[config.mk]
export PLATFORM = sky130hd
export DESIGN_NAME = dsp_rst_seq
export DESIGN_NICKNAME = d
export VERILOG_FILES = /design/src/rtl/dsprst_pkg.sv /design/src/rtl/dsprst_sync.sv /design/src/rtl/dsprst_frames.sv /design/src/rtl/dsprst_ctrl.sv /design/src/rtl/dsprst_gate.sv /design/src/rtl/dsp_rst_seq.sv
export SDC_FILE = /design/constraint.sdc
export NUM_CORES = 1
export LEC_CHECK = 0
export BUFFER_PORTS_ARGS = -buffer_cell sky130_fd_sc_hd__buf_4
export CAP_MARGIN = 20
export CORE_UTILIZATION = 36
export DETAILED_ROUTE_END_ITERATION = 10
export HOLD_SLACK_MARGIN = 0.06
export PLACE_DENSITY = 0.82
export SETUP_SLACK_MARGIN = 0.05
export SYNTH_ARGS = -nofsm -noshare
export SYNTH_HDL_FRONTEND = slang
export SYNTH_HIERARCHICAL = 1
export SYNTH_SLANG_ARGS = --single-unit
[constraint.sdc]
create_clock -name clk -period 1.8 [get_ports clk]
set_input_delay 0.18 -clock clk [delete_from_list [all_inputs] [get_ports clk]]
set_output_delay 0.18 -clock clk [all_outputs]
set_load 0.01 [all_outputs]
[src/rtl/dsprst_pkg.sv]
package dsprst_pkg;
   typedef enum logic {
      DUTY_QUARTER = 1'b0,
      DUTY_THIRD   = 1'b1
   } duty_e;

   typedef enum logic {
      SEQ_RUN  = 1'b0,
      SEQ_HOLD = 1'b1
   } seq_e;

   localparam int MAX_FRAMES = 4;
   localparam int FIDX_W     = $clog2(MAX_FRAMES);

   function automatic logic [MAX_FRAMES-1:0] frames_needed(duty_e d);
      logic [MAX_FRAMES-1:0] m;
      m = '1;
      if (d == DUTY_THIRD) m[MAX_FRAMES-1] = 1'b0;
      return m;
   endfunction
endpackage

[src/rtl/dsprst_sync.sv]
module dsprst_sync #(
   parameter int   STAGES  = 2,
   parameter logic RST_VAL = 1'b0
) (
   input  logic clk,
   input  logic rst_n,
   input  logic d_i,
   output logic q_o
);
   if (STAGES < 2) begin : g_bad_depth
      $error("dsprst_sync: STAGES must be at least 2");
   end

   logic [STAGES-1:0] chain_q;

   always_ff @(posedge clk or negedge rst_n) begin
      if (!rst_n) chain_q <= {STAGES{RST_VAL}};
      else        chain_q <= {chain_q[STAGES-2:0], d_i};
   end

   assign q_o = chain_q[STAGES-1];
endmodule

[src/rtl/dsprst_frames.sv]
module dsprst_frames
   import dsprst_pkg::*;
#(
   parameter int NFR   = MAX_FRAMES,
   parameter int IDX_W = FIDX_W
) (
   input  logic             clk,
   input  logic             rst_n,
   input  logic             capture_i,
   input  logic             clr_i,
   input  logic             ce_i,
   input  logic [IDX_W-1:0] idx_i,
   input  duty_e            duty_i,
   output logic [NFR-1:0]   vec_o,
   output logic             full_nxt_o,
   output logic             duty_chg_o
);
   if (NFR != MAX_FRAMES) begin : g_bad_nfr
      $error("dsprst_frames: NFR must match the package frame count");
   end
   if ((1 << IDX_W) < NFR) begin : g_bad_idx
      $error("dsprst_frames: IDX_W too narrow for NFR");
   end

   logic           ce_q;
   duty_e          duty_q;
   logic [NFR-1:0] vec_q, set_bits, vec_nxt, need;
   logic           ce_fall;

   assign ce_fall = ce_q & ~ce_i;
   assign need    = frames_needed(duty_i);

   for (genvar g = 0; g < NFR; g++) begin : g_slot
      assign set_bits[g] = ce_fall & capture_i & need[g] &
                           (idx_i == IDX_W'(g));
   end

   assign vec_nxt    = vec_q | set_bits;
   assign full_nxt_o = ((vec_nxt & need) == need);
   assign duty_chg_o = (duty_i != duty_q);
   assign vec_o      = vec_q;

   always_ff @(posedge clk or negedge rst_n) begin
      if (!rst_n) begin
         ce_q   <= 1'b0;
         duty_q <= DUTY_QUARTER;
         vec_q  <= '0;
      end else begin
         ce_q   <= ce_i;
         duty_q <= duty_i;
         vec_q  <= clr_i ? '0 : vec_nxt;
      end
   end

   AST_SET_ONLY_GROWS: assert property (@(posedge clk) disable iff (!rst_n)
      !clr_i |=> ((vec_q & $past(vec_q)) == $past(vec_q))) else $error("grow");
   AST_CLR_EMPTIES: assert property (@(posedge clk) disable iff (!rst_n)
      clr_i |=> (vec_q == '0)) else $error("clr");
endmodule

[src/rtl/dsprst_ctrl.sv]
module dsprst_ctrl
   import dsprst_pkg::*;
(
   input  logic clk,
   input  logic rst_n,
   input  logic low_s_i,
   input  logic pin_n_s_i,
   input  logic full_nxt_i,
   input  logic duty_chg_i,
   output logic in_rst_o,
   output logic clr_o,
   output logic capture_o
);
   seq_e state_q, state_d;
   logic pin_q, pin_fall, cause_now, release_ok;

   assign pin_fall  = pin_q & ~pin_n_s_i;
   assign cause_now = low_s_i | ~pin_n_s_i;

   always_comb begin
      clr_o      = 1'b0;
      release_ok = 1'b0;
      state_d    = state_q;
      unique case (state_q)
         SEQ_RUN: begin
            if (cause_now) begin
               clr_o   = 1'b1;
               state_d = SEQ_HOLD;
            end
         end
         SEQ_HOLD: begin
            clr_o      = low_s_i | pin_fall | duty_chg_i;
            release_ok = ~clr_o & full_nxt_i & pin_n_s_i & ~low_s_i;
            if (release_ok) state_d = SEQ_RUN;
         end
         default: state_d = SEQ_HOLD;
      endcase
   end

   always_ff @(posedge clk or negedge rst_n) begin
      if (!rst_n) begin
         state_q <= SEQ_HOLD;
         pin_q   <= 1'b0;
      end else begin
         state_q <= state_d;
         pin_q   <= pin_n_s_i;
      end
   end

   assign in_rst_o  = (state_q == SEQ_HOLD);
   assign capture_o = (state_q == SEQ_HOLD);

   AST_LOW_FORCES_RST: assert property (@(posedge clk) disable iff (!rst_n)
      low_s_i |=> (state_q == SEQ_HOLD)) else $error("low");
   AST_PIN_FORCES_RST: assert property (@(posedge clk) disable iff (!rst_n)
      !pin_n_s_i |=> (state_q == SEQ_HOLD)) else $error("pin");
   AST_RELEASE_NEEDS_SET: assert property (@(posedge clk) disable iff (!rst_n)
      $fell(in_rst_o) |-> ($past(full_nxt_i) && $past(pin_n_s_i) && !$past(low_s_i)))
      else $error("release");
endmodule

[src/rtl/dsprst_gate.sv]
module dsprst_gate #(
   parameter int NKEY   = 8,
   parameter int NSHR   = 5,
   parameter int GP_IDX = 4
) (
   input  logic            in_rst_i,
   input  logic            disp_on_i,
   input  logic            scan_on_i,
   input  logic [NKEY-1:0] key_i,
   input  logic [NSHR-1:0] sel_i,
   input  logic [NSHR-1:0] val_i,
   output logic            disp_en_o,
   output logic            scan_en_o,
   output logic [NKEY-1:0] key_o,
   output logic [NSHR-1:0] sel_o,
   output logic [NSHR-1:0] val_o,
   output logic [NSHR-1:0] frc_o
);
   if (GP_IDX >= NSHR) begin : g_bad_gp
      $error("dsprst_gate: GP_IDX outside the shared pin range");
   end

   assign disp_en_o = disp_on_i & ~in_rst_i;
   assign scan_en_o = scan_on_i & ~in_rst_i;
   assign key_o     = in_rst_i ? '0 : key_i;

   for (genvar g = 0; g < NSHR; g++) begin : g_pin
      if (g == GP_IDX) begin : g_port
         assign sel_o[g] = in_rst_i | sel_i[g];
      end else begin : g_seg
         assign sel_o[g] = ~in_rst_i & sel_i[g];
      end
      assign val_o[g] = ~in_rst_i & val_i[g];
      assign frc_o[g] = in_rst_i;
   end
endmodule

[src/rtl/dsp_rst_seq.sv]
module dsp_rst_seq
   import dsprst_pkg::*;
#(
   parameter int NKEY      = 8,
   parameter int NSHR      = 5,
   parameter int GP_IDX    = 4,
   parameter int SYNC_DPTH = 2
) (
   input  logic                clk,
   input  logic                rst_n,
   input  logic                supply_low_i,
   input  logic                ext_rst_n_i,
   input  logic                ce_i,
   input  logic [FIDX_W-1:0]   frame_idx_i,
   input  logic                duty_third_i,
   input  logic                disp_on_i,
   input  logic                scan_on_i,
   input  logic [NKEY-1:0]     key_raw_i,
   input  logic [NSHR-1:0]     port_sel_i,
   input  logic [NSHR-1:0]     port_val_i,
   output logic                sys_rst_o,
   output logic                disp_en_o,
   output logic                scan_en_o,
   output logic [NKEY-1:0]     key_o,
   output logic [NSHR-1:0]     pin_port_sel_o,
   output logic [NSHR-1:0]     pin_val_o,
   output logic [NSHR-1:0]     pin_force_low_o
);
   if (NKEY < 1) begin : g_bad_nkey
      $error("dsp_rst_seq: NKEY must be positive");
   end

   logic low_s, pin_n_s, full_nxt, duty_chg, in_rst, clr, capture;
   logic [MAX_FRAMES-1:0] seen_vec;

   dsprst_sync #(.STAGES(SYNC_DPTH), .RST_VAL(1'b1)) u_sync_low (
      .clk(clk), .rst_n(rst_n), .d_i(supply_low_i), .q_o(low_s));

   dsprst_sync #(.STAGES(SYNC_DPTH), .RST_VAL(1'b0)) u_sync_pin (
      .clk(clk), .rst_n(rst_n), .d_i(ext_rst_n_i), .q_o(pin_n_s));

   dsprst_frames #(.NFR(MAX_FRAMES), .IDX_W(FIDX_W)) u_frames (
      .clk(clk), .rst_n(rst_n), .capture_i(capture), .clr_i(clr),
      .ce_i(ce_i), .idx_i(frame_idx_i), .duty_i(duty_e'(duty_third_i)),
      .vec_o(seen_vec), .full_nxt_o(full_nxt), .duty_chg_o(duty_chg));

   dsprst_ctrl u_ctrl (
      .clk(clk), .rst_n(rst_n), .low_s_i(low_s), .pin_n_s_i(pin_n_s),
      .full_nxt_i(full_nxt), .duty_chg_i(duty_chg),
      .in_rst_o(in_rst), .clr_o(clr), .capture_o(capture));

   dsprst_gate #(.NKEY(NKEY), .NSHR(NSHR), .GP_IDX(GP_IDX)) u_gate (
      .in_rst_i(in_rst), .disp_on_i(disp_on_i), .scan_on_i(scan_on_i),
      .key_i(key_raw_i), .sel_i(port_sel_i), .val_i(port_val_i),
      .disp_en_o(disp_en_o), .scan_en_o(scan_en_o), .key_o(key_o),
      .sel_o(pin_port_sel_o), .val_o(pin_val_o), .frc_o(pin_force_low_o));

   assign sys_rst_o = in_rst;

   AST_ENTRY_EMPTY_SET: assert property (@(posedge clk) disable iff (!rst_n)
      $rose(sys_rst_o) |-> (seen_vec == '0)) else $error("entry");
   AST_GATED_IN_RST: assert property (@(posedge clk) disable iff (!rst_n)
      sys_rst_o |-> (!disp_en_o && !scan_en_o && key_o == '0)) else $error("gate");
   AST_PINS_PARKED: assert property (@(posedge clk) disable iff (!rst_n)
      sys_rst_o |-> (pin_val_o == '0 && pin_force_low_o == '1 &&
                     $countones(pin_port_sel_o) == 1 && pin_port_sel_o[GP_IDX]))
      else $error("pins");
   AST_THIRD_DUTY_FULL: assert property (@(posedge clk) disable iff (!rst_n)
      (duty_third_i && $stable(duty_third_i) && sys_rst_o && seen_vec[2:0] == 3'b111 &&
       !clr) |=> !sys_rst_o || !$past(pin_n_s) || $past(low_s)) else $error("third");
endmodule

==> results of run 1 <==
[area by class of cell]
class | count | area share [%]
repair buffers | 58 | 42.22
flip-flops and latches | 12 | 28.66
multi-input cells | 40 | 23.70
clock buffers | 4 | 2.476
well taps | 16 | 1.887
inverters | 3 | 1.061
[cell usage after synthesis (2+ instances only)]
library cell | instances | area (sq um)
dfstp_2 | 3 | 78.83
buf_4 | 6 | 45.04
o21ai_0 | 2 | 10.01
a21oi_1 | 4 | 20.02
dfrtp_1 | 9 | 225.2
nor2_1 | 4 | 15.01
nor2b_1 | 20 | 125.1
inv_1 | 3 | 11.26
[metal layers]
metal | vias up | global-route usage [%] | part of all wire, %
met5 | - | 0 | 0
met4 | 0 | 10.00 | 0
met3 | 0 | 4.583 | 14
met2 | 36 | 30.15 | 48
met1 | 273 | 17.60 | 38
li1 | 307 | - | -
[worst min-delay path: stages]
cell and delay [ns]:
buf_4 0.10, a31oi_1 0.07, nor2_1 0.08
[cells by family after synthesis]
logic type,share of synthesized area [%]
buf+inv,11.55
flops,48.41
compound gates,9.763
xor+xnor,1.395
simple gates,28.88
[state kept, by name, indices dropped and copies added, names as in the netlist]
| signal | cells |
|---|---|
| u_ctrl/capture_o | 1 |
| u_ctrl/pin_q | 1 |
| u_frames/ce_q | 1 |
| u_frames/duty_q | 1 |
| u_frames/vec_o | 4 |
| u_sync_low/chain_q | 2 |
| u_sync_pin/chain_q | 2 |
[power by group]
| part | switching (W) | internal, W |
|---|---|---|
| registers | 0.00000358 | 0.000280 |
| clock network | 0.0000814 | 0.0000856 |
| logic | 0.0000230 | 0.0000544 |
| total | 0.000108 | 0.000420 |
[worst max-delay path by stage]
stage,endpoint,slack (ns),cells past startpoint
finish,u_ctrl/capture_o,0.21,6
global route,u_ctrl/capture_o,0.12,6
CTS,u_ctrl/capture_o,0.09,7
detailed placement,u_ctrl/capture_o,0.20,5
global placement,u_ctrl/capture_o,0.24,5
floorplan,u_ctrl/capture_o,0.25,5
[stage by stage]
stage / std cells / util, % / cell area, sq um / hold slack, ns / worst slack, ns
2_1_floorplan: 63 / - / 628.1 / -0.1156 / 0.2496
4_1_cts: 134 / 68.54 / 1069 / 0.2167 / 0.09205
5_1_grt: 133 / 68.06 / 1061 / 0.2503 / 0.1160
3_5_place_dp: 125 / 63.64 / 992.2 / 0.02441 / 0.1962
6_report: 133 / 68.06 / 1061 / 0.2128 / 0.2081
3_3_place_gp: 125 / 63.64 / 992.2 / 0.02071 / 0.2391
[repair_timing]
| item | CTS | global route |
|---|---|---|
| hold endpoints to repair | 16 | 0 |
| hold buffers | 5 | 0 |
| setup endpoints to repair | 0 | 1 |
==> PnR_summary.wiki, run 1 <==
{| class="wikitable"
! Metric !! Value
|-
| Vias per Instance || 4.632
|-
| Top_reg_cell synth || dfrtp_1
|-
| Max-capacitance violation count || 0
|-
| Iteration-0 DRC count of the detailed router || 15
|-
| Post-synthesis instance area || 628.1 sq um
|-
| Critical-path maximum fanout || 4
|-
| Final Hold Fails || 0
|-
| Clock Tree Root || clkbuf_4
|-
| Floorplan die height || 43.77 microns
|-
| Power density normalized to cell area || 498.0 mW/mm^2
|-
| Share of cells above drive strength 1 || 52.14%
|-
| Wirelength per Cell || 11.65 microns
|-
| Min-Delay Path Class || input port to register
|-
| Sequential fraction of the synthesis area || 48.41%
|-
| Required time of the critical path || 1.99 ns
|-
| Synthesized instance count || 63
|-
| Per-instance average area after synthesis || 9.970 sq um
|-
| Residual DRC count || 8
|-
| Worst path bufs/invs || 1
|-
| Maximum buffer depth of the clock tree || 2
|-
| CP Launch Type || input port
|-
| Tcrit/Tclk final || 88.44%
|-
| Final Setup Violations || 0
|-
| Clk_skew || 0.006513 ns
|-
| Die area || 0.001916 sq mm
|-
| Worst-path clk slew || 0.07 ns
|-
| Worst IR Drop VDD || 0.4851 mV
|-
| Worst slew pin tran || 0.5100 ns
|-
| Final WL || 1.550 mm
|-
| Endpoint type of the worst setup path || register
|-
| Starting utilization of the core area || 40.29%
|-
| Clock tree from TritonCTS || yes
|-
| First-pass GRT wire length || 2.421 mm
|-
| Detailed-route via count || 616
|-
| Number of global-route vias before repair || 619
|-
| Total power after layout || 0.0005284 W
|-
| Floorplan die width || 43.77 microns
|-
| Yosys synthesis warning count || 6
|-
| Count of antenna diodes in the layout || 0
|-
| Initial antenna violation count || 0
|-
| Leakage dissipation || 0.5172 nW
|-
| Pin count of the biggest net entering global routing || 30
|-
| Total of fill cells in the finished design || 132
|-
| Failing checks || DRC
|-
| Launch point of the critical path || ce_i
|-
| Total of cells resized after clock tree synthesis || 0
|-
| Total global-route track usage || 16.94%
|-
| Synthesized netlist net count || 91
|-
| Register-to-register path setup slack || 0.22 ns
|-
| Unrepaired setup endpoints after global routing || no
|-
| EDFF count, synth || 0
|-
| Number of detailed-route iterations in the first pass || 7
|-
| Leading cell type in the layout, fill and taps excluded || buf_4
|-
| Area overhead of the layout relative to synthesis || 68.92%
|-
| Number of buffers added on ports || 53
|-
| I/O pin count || 54
|-
| Count of nets after finishing || 146
|-
| Peak clock frequency supported by timing || 628.2 MHz
|-
| Clock tree sinks || 12
|-
| H-tree depth || 1
|-
| TNS Setup || 0 ns
|-
| Master of the slowest instance on the critical path || dlygate4sd3_1
|-
| Final Max Slew Viols || 0
|-
| Relative slew slack || 65.64%
|-
| Min-Delay Startpoint || frame_idx_i[0]
|-
| Arrival time of the worst setup path || 1.78 ns
|-
| Count of standard-cell rows || 14
|-
| Register cell area after layout || 304.0 sq um
|-
| Post-synthesis sequential element count || 12
|-
| Placed wire-length estimate || 1.191 mm
|-
| Post-layout minimum cycle time || 1.592 ns
|-
| Critical Path, Cell by Cell || dlygate4sd3_1 -> and4b_2 -> o211ai_1 -> a311oi_1 -> nand2b_1 -> a211o_1
|-
| Core Region || 0.001559 sq mm
|-
| WHS Path Cells || 3
|-
| Hold Path End || u_frames/vec_o[3]
|-
| Outcome || finished with violations
|-
| Number of buffers added for setup after CTS || 0
|-
| Remaining Overflow, GRT || 0
|-
| Worst setup path class || input port to register
|-
| Startpoint of the worst-slack reg-to-reg timing path || u_ctrl/capture_o
|-
| Share of synthesized registers carrying an async set or reset || 100.0%
|-
| Worst stage delay on the critical path || 0.56 ns
|-
| Most frequent cells in the layout || 53 x buf_4, 20 x nor2b_1, 9 x dfrtp_1
|-
| Footprint of the multi-input gates || 251.5 sq um
|-
| Length in cells of the worst reg-to-reg path || 5
|-
| Yosys cell types || 20
|-
| Cell family with most CP delay || compound AO/OA/AOI/OAI gates
|-
| Number of clock buffers inserted by TritonCTS || 3
|-
| Capture instance of the worst register-to-register path || u_ctrl/capture_o
|-
| Clock insertion delay at the later pin of the skew report || 0.26 ns
|-
| Final weighted congestion of routability-driven global placement || 0.7409
|-
| Detail Route Antenna Nets || 0
|}
(Power assumes the default switching activity.)
==> run 2, diff against run 1 <==
Settings changed: REMOVE_ABC_BUFFERS set to 1.
==> run 2 against run 1 <==
Effect of this change:
- the run still ends with DRC left
- clock skew decreased by 0.0019 ns
- sequential share of layout area unchanged
- die area unchanged
- clock power decreased by 4%
- hold slack improved by 0.010 ns
- total power decreased by 1.3%
- register-to-register slack got worse by 0.05 ns
- critical endpoint unchanged
==> PnR_summary.wiki, run 2 (synthesis results as in run 1) <==
{| class="wikitable"
! Metric !! Value
|-
| Outcome || finished with violations
|-
| Min-Delay Path Class || input port to register
|-
| Hold Path End || u_frames/vec_o[3]
|-
| Worst IR Drop VDD || 0.4459 mV
|-
| I/O pin count || 54
|-
| H-tree depth || 1
|-
| Total power after layout || 0.0005217 W
|-
| Launch point of the critical path || ce_i
|-
| Register cell area after layout || 304.0 sq um
|-
| Floorplan die width || 43.77 microns
|-
| Placed wire-length estimate || 1.129 mm
|-
| Clock tree sinks || 12
|-
| Leading cell type in the layout, fill and taps excluded || buf_4
|-
| Critical-path maximum fanout || 4
|-
| Core utilization of the finished layout || 68.06%
|-
| Number of clock buffers inserted by TritonCTS || 3
|-
| Leakage dissipation || 0.5172 nW
|-
| Power density normalized to cell area || 491.7 mW/mm^2
|-
| Cell area after placement || 992.2 sq um
|-
| Remaining Overflow, GRT || 0
|-
| Detail Route Antenna Nets || 0
|-
| Relative slew slack || 68.06%
|-
| Residual DRC count || 8
|-
| WHS Path Cells || 3
|-
| Unrepaired setup endpoints after global routing || no
|-
| Clock insertion delay at the later pin of the skew report || 0.26 ns
|-
| Clk_skew || 0.004579 ns
|-
| Worst setup path class || input port to register
|-
| Final Setup Violations || 0
|-
| Initial antenna violation count || 0
|-
| CP Launch Type || input port
|-
| Worst slew pin tran || 0.4741 ns
|-
| Core Region || 0.001559 sq mm
|-
| Count of antenna diodes in the layout || 0
|-
| Length in cells of the worst reg-to-reg path || 5
|-
| Tcrit/Tclk final || 91.58%
|-
| Iteration-0 DRC count of the detailed router || 12
|-
| Number of global-route vias before repair || 517
|-
| Pin count of the biggest net entering global routing || 30
|-
| Detailed-route via count || 628
|-
| Peak clock frequency supported by timing || 606.6 MHz
|-
| Total global-route track usage || 14.27%
|-
| Capture instance of the worst register-to-register path || u_ctrl/capture_o
|-
| Max-capacitance violation count || 0
|-
| Worst Setup Slack post-DPL || 0.2114 ns
|-
| Final std cell area, no fill || 0.001061 sq mm
|-
| Final Max Slew Viols || 0
|-
| Required time of the critical path || 1.99 ns
|-
| Die area || 0.001916 sq mm
|-
| Startpoint of the worst-slack reg-to-reg timing path || u_ctrl/capture_o
|-
| Setup WS post-layout || 0.1515 ns
|-
| Footprint of the multi-input gates || 251.5 sq um
|-
| Count of standard-cell rows || 14
|-
| Worst-path clk slew || 0.07 ns
|-
| Min-Delay Startpoint || frame_idx_i[0]
|-
| Maximum buffer depth of the clock tree || 2
|-
| Worst stage delay on the critical path || 0.57 ns
|-
| Final Hold Fails || 0
|-
| Arrival time of the worst setup path || 1.84 ns
|-
| Final WL || 1.532 mm
|-
| Clock Tree Root || clkbuf_4
|-
| Count of nets after finishing || 146
|-
| Critical Path, Cell by Cell || dlygate4sd3_1 -> and4b_2 -> o211ai_1 -> a311oi_1 -> nand2b_1 -> a211o_1
|-
| Vias per Instance || 4.722
|-
| Area overhead of the layout relative to synthesis || 68.92%
|-
| Register-to-register path setup slack || 0.17 ns
|-
| Wirelength per Cell || 11.52 microns
|-
| Clock tree from TritonCTS || yes
|-
| Most frequent cells in the layout || 53 x buf_4, 20 x nor2b_1, 9 x dfrtp_1
|-
| Number of detailed-route iterations in the first pass || 7
|-
| Number of buffers added on ports || 53
|-
| Failing checks || DRC
|-
| Total of fill cells in the finished design || 121
|-
| Final weighted congestion of routability-driven global placement || 0.7526
|-
| Master of the slowest instance on the critical path || dlygate4sd3_1
|-
| First-pass GRT wire length || 2.083 mm
|-
| Share of cells above drive strength 1 || 52.14%
|-
| Endpoint type of the worst setup path || register
|-
| Starting utilization of the core area || 40.29%
|-
| Floorplan die height || 43.77 microns
|-
| Max reg flops || 4
|-
| Post-layout minimum cycle time || 1.648 ns
|}
==> run 2: cell counts in the layout (fill, tap and decap cells not counted) <==
No cell type changed its count.
==> run 2: worst max path at each step <==
| stage | end | slack, ns | cells after the start |
|---|---|---|---|
| final | u_ctrl/capture_o | 0.15 | 6 |
| after global routing | u_ctrl/capture_o | 0.11 | 6 |
| after CTS | u_ctrl/capture_o | 0.06 | 7 |
| after detailed placement | u_ctrl/capture_o | 0.21 | 5 |
| after global placement | u_ctrl/capture_o | 0.24 | 5 |
| after floorplan | u_ctrl/capture_o | -0.20 | 5 |
==> run 2: what timing repair did <==
item                                    in CTS  in global routing
gates resized for setup                      0                  0
endpoints found under the hold margin       15                  1
hold buffers                                 4                  1
endpoints found under the setup margin       0                  1
setup buffers                                0                  0
==> run 2: critical path, delay by kind of cell <==
family	cells	cell delay, ns
compound gates	3	0.66
buf+inv	1	0.57
simple gates	2	0.43
==> run 2: metal layers <==
layer	global-route usage (%)	vias to the layer above	wire length [microns]
met5	0	-	0
met4	1.875	0	0
met3	4.167	0	208
met2	30.45	36	811
met1	12.93	285	512
li1	-	307	-
==> run 2: metrics by stage <==
stage	TNS, ns	instances	hold WS [ns]
6_report	0	133	0.2228
5_1_grt	0	133	0.2343
4_1_cts	0	133	0.06378
3_5_place_dp	0	125	0.02201
3_3_place_gp	0	125	0.02083
2_1_floorplan	-0.2044	55	-0.1156
==> run 2: layout make-up <==
type	instances	area share, %
multi-input combinational	40	23.70
timing repair buffer	58	42.22
tap	16	1.887
clock buffer	4	2.476
sequential	12	28.66
inverter	3	1.061
==> run 2: where the power goes <==
group / total, W / internal (W) / switching, W
registers: 0.000284 / 0.000280 / 0.00000349
logic: 0.0000773 / 0.0000544 / 0.0000229
clock network: 0.000160 / 0.0000854 / 0.0000751
==> run 3, diff against run 2 <==
Settings changed: CORE_MARGIN set to 4, SKIP_LAST_GASP set to 1.
==> run 3 against run 2 <==
Effect of this change:
- the flow now finishes without violations
- routed wire length up 15%
- utilization shrank 0.12 points
- maximum frequency up 1.1%
- register-to-register slack better by 0.02 ns
- via count up 3.7%
- sequential power hardly changed
- sequential share of layout area decreased by 0.27 points
- clock skew shrank 0.0039 ns
- critical path depth unchanged
- total power increased by 8.1%
- combinational power barely moved
- global-route usage is 0.48 points higher
==> PnR_summary.wiki, run 3 (synthesis results as in run 1) <==
{| class="wikitable"
! Metric !! Value
|-
| Outcome || finished clean
|-
| First-pass GRT wire length || 2.863 mm
|-
| Tcrit/Tclk final || 90.56%
|-
| Pin count of the biggest net entering global routing || 30
|-
| Number of global-route vias before repair || 612
|-
| Share of cells above drive strength 1 || 52.99%
|-
| Total of fill cells in the finished design || 138
|-
| Final Hold Fails || 0
|-
| Vias per Instance || 4.895
|-
| Total of cells resized after clock tree synthesis || 0
|-
| Power density normalized to cell area || 526.3 mW/mm^2
|-
| Leading cell type in the layout, fill and taps excluded || buf_4
|-
| CP Launch Type || input port
|-
| Clk_skew || 0.0006335 ns
|-
| Capture instance of the worst register-to-register path || u_ctrl/capture_o
|-
| Clock tree sinks || 12
|-
| Final WL || 1.769 mm
|-
| Length in cells of the worst reg-to-reg path || 5
|-
| Footprint of the multi-input gates || 251.5 sq um
|-
| Wirelength per Cell || 13.30 microns
|-
| Die area || 0.002477 sq mm
|-
| Min-Delay Startpoint || frame_idx_i[0]
|-
| Starting utilization of the core area || 39.84%
|-
| Remaining Overflow, GRT || 0
|-
| Detailed-route via count || 651
|-
| Count of antenna diodes in the layout || 0
|-
| Final Setup Violations || 0
|-
| Arrival time of the worst setup path || 1.82 ns
|-
| WHS Path Cells || 3
|-
| H-tree depth || 1
|-
| Top routing layer in use || met4
|-
| Worst slew pin tran || 0.4190 ns
|-
| Count of nets after finishing || 146
|-
| Number of buffers added on ports || 53
|-
| Count of standard-cell rows || 14
|-
| M1 WL || 620 microns
|-
| Worst-path clk slew || 0.07 ns
|-
| Iteration-0 DRC count of the detailed router || 4
|-
| Worst IR Drop VDD || 0.4835 mV
|-
| Leakage dissipation || 0.5232 nW
|-
| Maximum buffer depth of the clock tree || 2
|-
| Wire length on met3 || 275 microns
|-
| Critical-path maximum fanout || 4
|-
| Number of cells in the finished layout apart from fillers || 133
|-
| Worst setup path class || input port to register
|-
| Peak clock frequency supported by timing || 613.5 MHz
|-
| Unrepaired setup endpoints after global routing || no
|-
| Wire length on met2 || 844 microns
|-
| Clock insertion delay at the later pin of the skew report || 0.26 ns
|-
| Min-Delay Path Class || input port to register
|-
| Relative slew slack || 71.77%
|-
| Total global-route track usage || 14.76%
|-
| Cell area after placement || 992.2 sq um
|-
| Max reg flops || 4
|-
| Final std cell area, no fill || 0.001071 sq mm
|-
| Placed wire-length estimate || 1.449 mm
|-
| Clock Tree Root || clkbuf_4
|-
| Final Max Slew Viols || 0
|-
| Number of detailed-route iterations in the first pass || 5
|-
| Clock tree from TritonCTS || yes
|-
| Initial antenna violation count || 0
|-
| TNS Setup || 0 ns
|-
| Detail Route Antenna Nets || 0
|-
| Residual DRC count || 0
|-
| Final weighted congestion of routability-driven global placement || 0.8954
|-
| Max-capacitance violation count || 0
|-
| Placed Instances || 125
|-
| Floorplan die height || 49.77 microns
|-
| Post-layout minimum cycle time || 1.630 ns
|-
| Core Region || 0.001577 sq mm
|-
| Endpoint type of the worst setup path || register
|-
| Required time of the critical path || 1.99 ns
|-
| Number of clock buffers inserted by TritonCTS || 3
|-
| Register-to-register path setup slack || 0.19 ns
|-
| Area overhead of the layout relative to synthesis || 70.52%
|-
| Floorplan die width || 49.77 microns
|-
| Hold Path End || u_frames/vec_o[3]
|-
| Core utilization of the finished layout || 67.94%
|-
| Startpoint of the worst-slack reg-to-reg timing path || u_ctrl/capture_o
|-
| Register cell area after layout || 304.0 sq um
|-
| Most frequent cells in the layout || 53 x buf_4, 20 x nor2b_1, 9 x dfrtp_1
|-
| I/O pin count || 54
|}
[run 3: worst max path at each step]
stage	start	end	slack (ns)	cells past startpoint
2_1_floorplan	u_ctrl/capture_o	u_ctrl/capture_o	-0.20	5
3_3_place_gp	u_ctrl/capture_o	u_ctrl/capture_o	0.24	5
3_5_place_dp	u_ctrl/capture_o	u_ctrl/capture_o	0.17	5
4_1_cts	ce_i	u_ctrl/capture_o	0.07	7
5_1_grt	ce_i	u_ctrl/capture_o	0.13	6
6_report	ce_i	u_ctrl/capture_o	0.17	6
[run 3: routing by layer]
layer,track usage (%),vias to the layer above
met1,17.04,281
met4,5.069,0
met5,0,-
met2,25.33,56
met3,4.819,8
li1,-,306
[run 3: report_power, final]
group          internal [W]  switching, W
Sequential         0.000280    0.00000393
Combinational     0.0000544     0.0000231
Clock              0.000123     0.0000793
Total              0.000457      0.000106
[run 3: cell type report]
cell class                 count  area share (%)
tap                           16           1.869
timing repair buffer          58           41.82
inverter                       3           1.051
clock buffer                   4           3.388
sequential                    12           28.39
multi-input combinational     40           23.48
[run 3: worst max-delay path, stage by stage]
cell and delay, ns:
dlygate4sd3_1 0.57, and4b_2 0.33, o211ai_1 0.10, a311oi_1 0.29
nand2b_1 0.08, a211o_1 0.26
[run 3: timing repair]
action | in CTS | in global routing
endpoints found under the setup margin | 0 | 1
hold buffers | 5 | 0
endpoints found under the hold margin | 16 | 0
buffers inserted | 0 | 0
[run 3: metrics by stage]
| step | setup slack (ns) | power (W) | hold WS (ns) |
|---|---|---|---|
| 3_3_place_gp | 0.2383 | 0.0003574 | 0.01970 |
| 4_1_cts | 0.07048 | 0.0005750 | 0.2166 |
| 3_5_place_dp | 0.1745 | 0.0003597 | 0.02318 |
| 2_1_floorplan | -0.2044 | 0.0003062 | -0.1156 |
| 6_report | 0.1699 | 0.0005637 | 0.2239 |
| 5_1_grt | 0.1264 | 0.0005991 | 0.2212 |
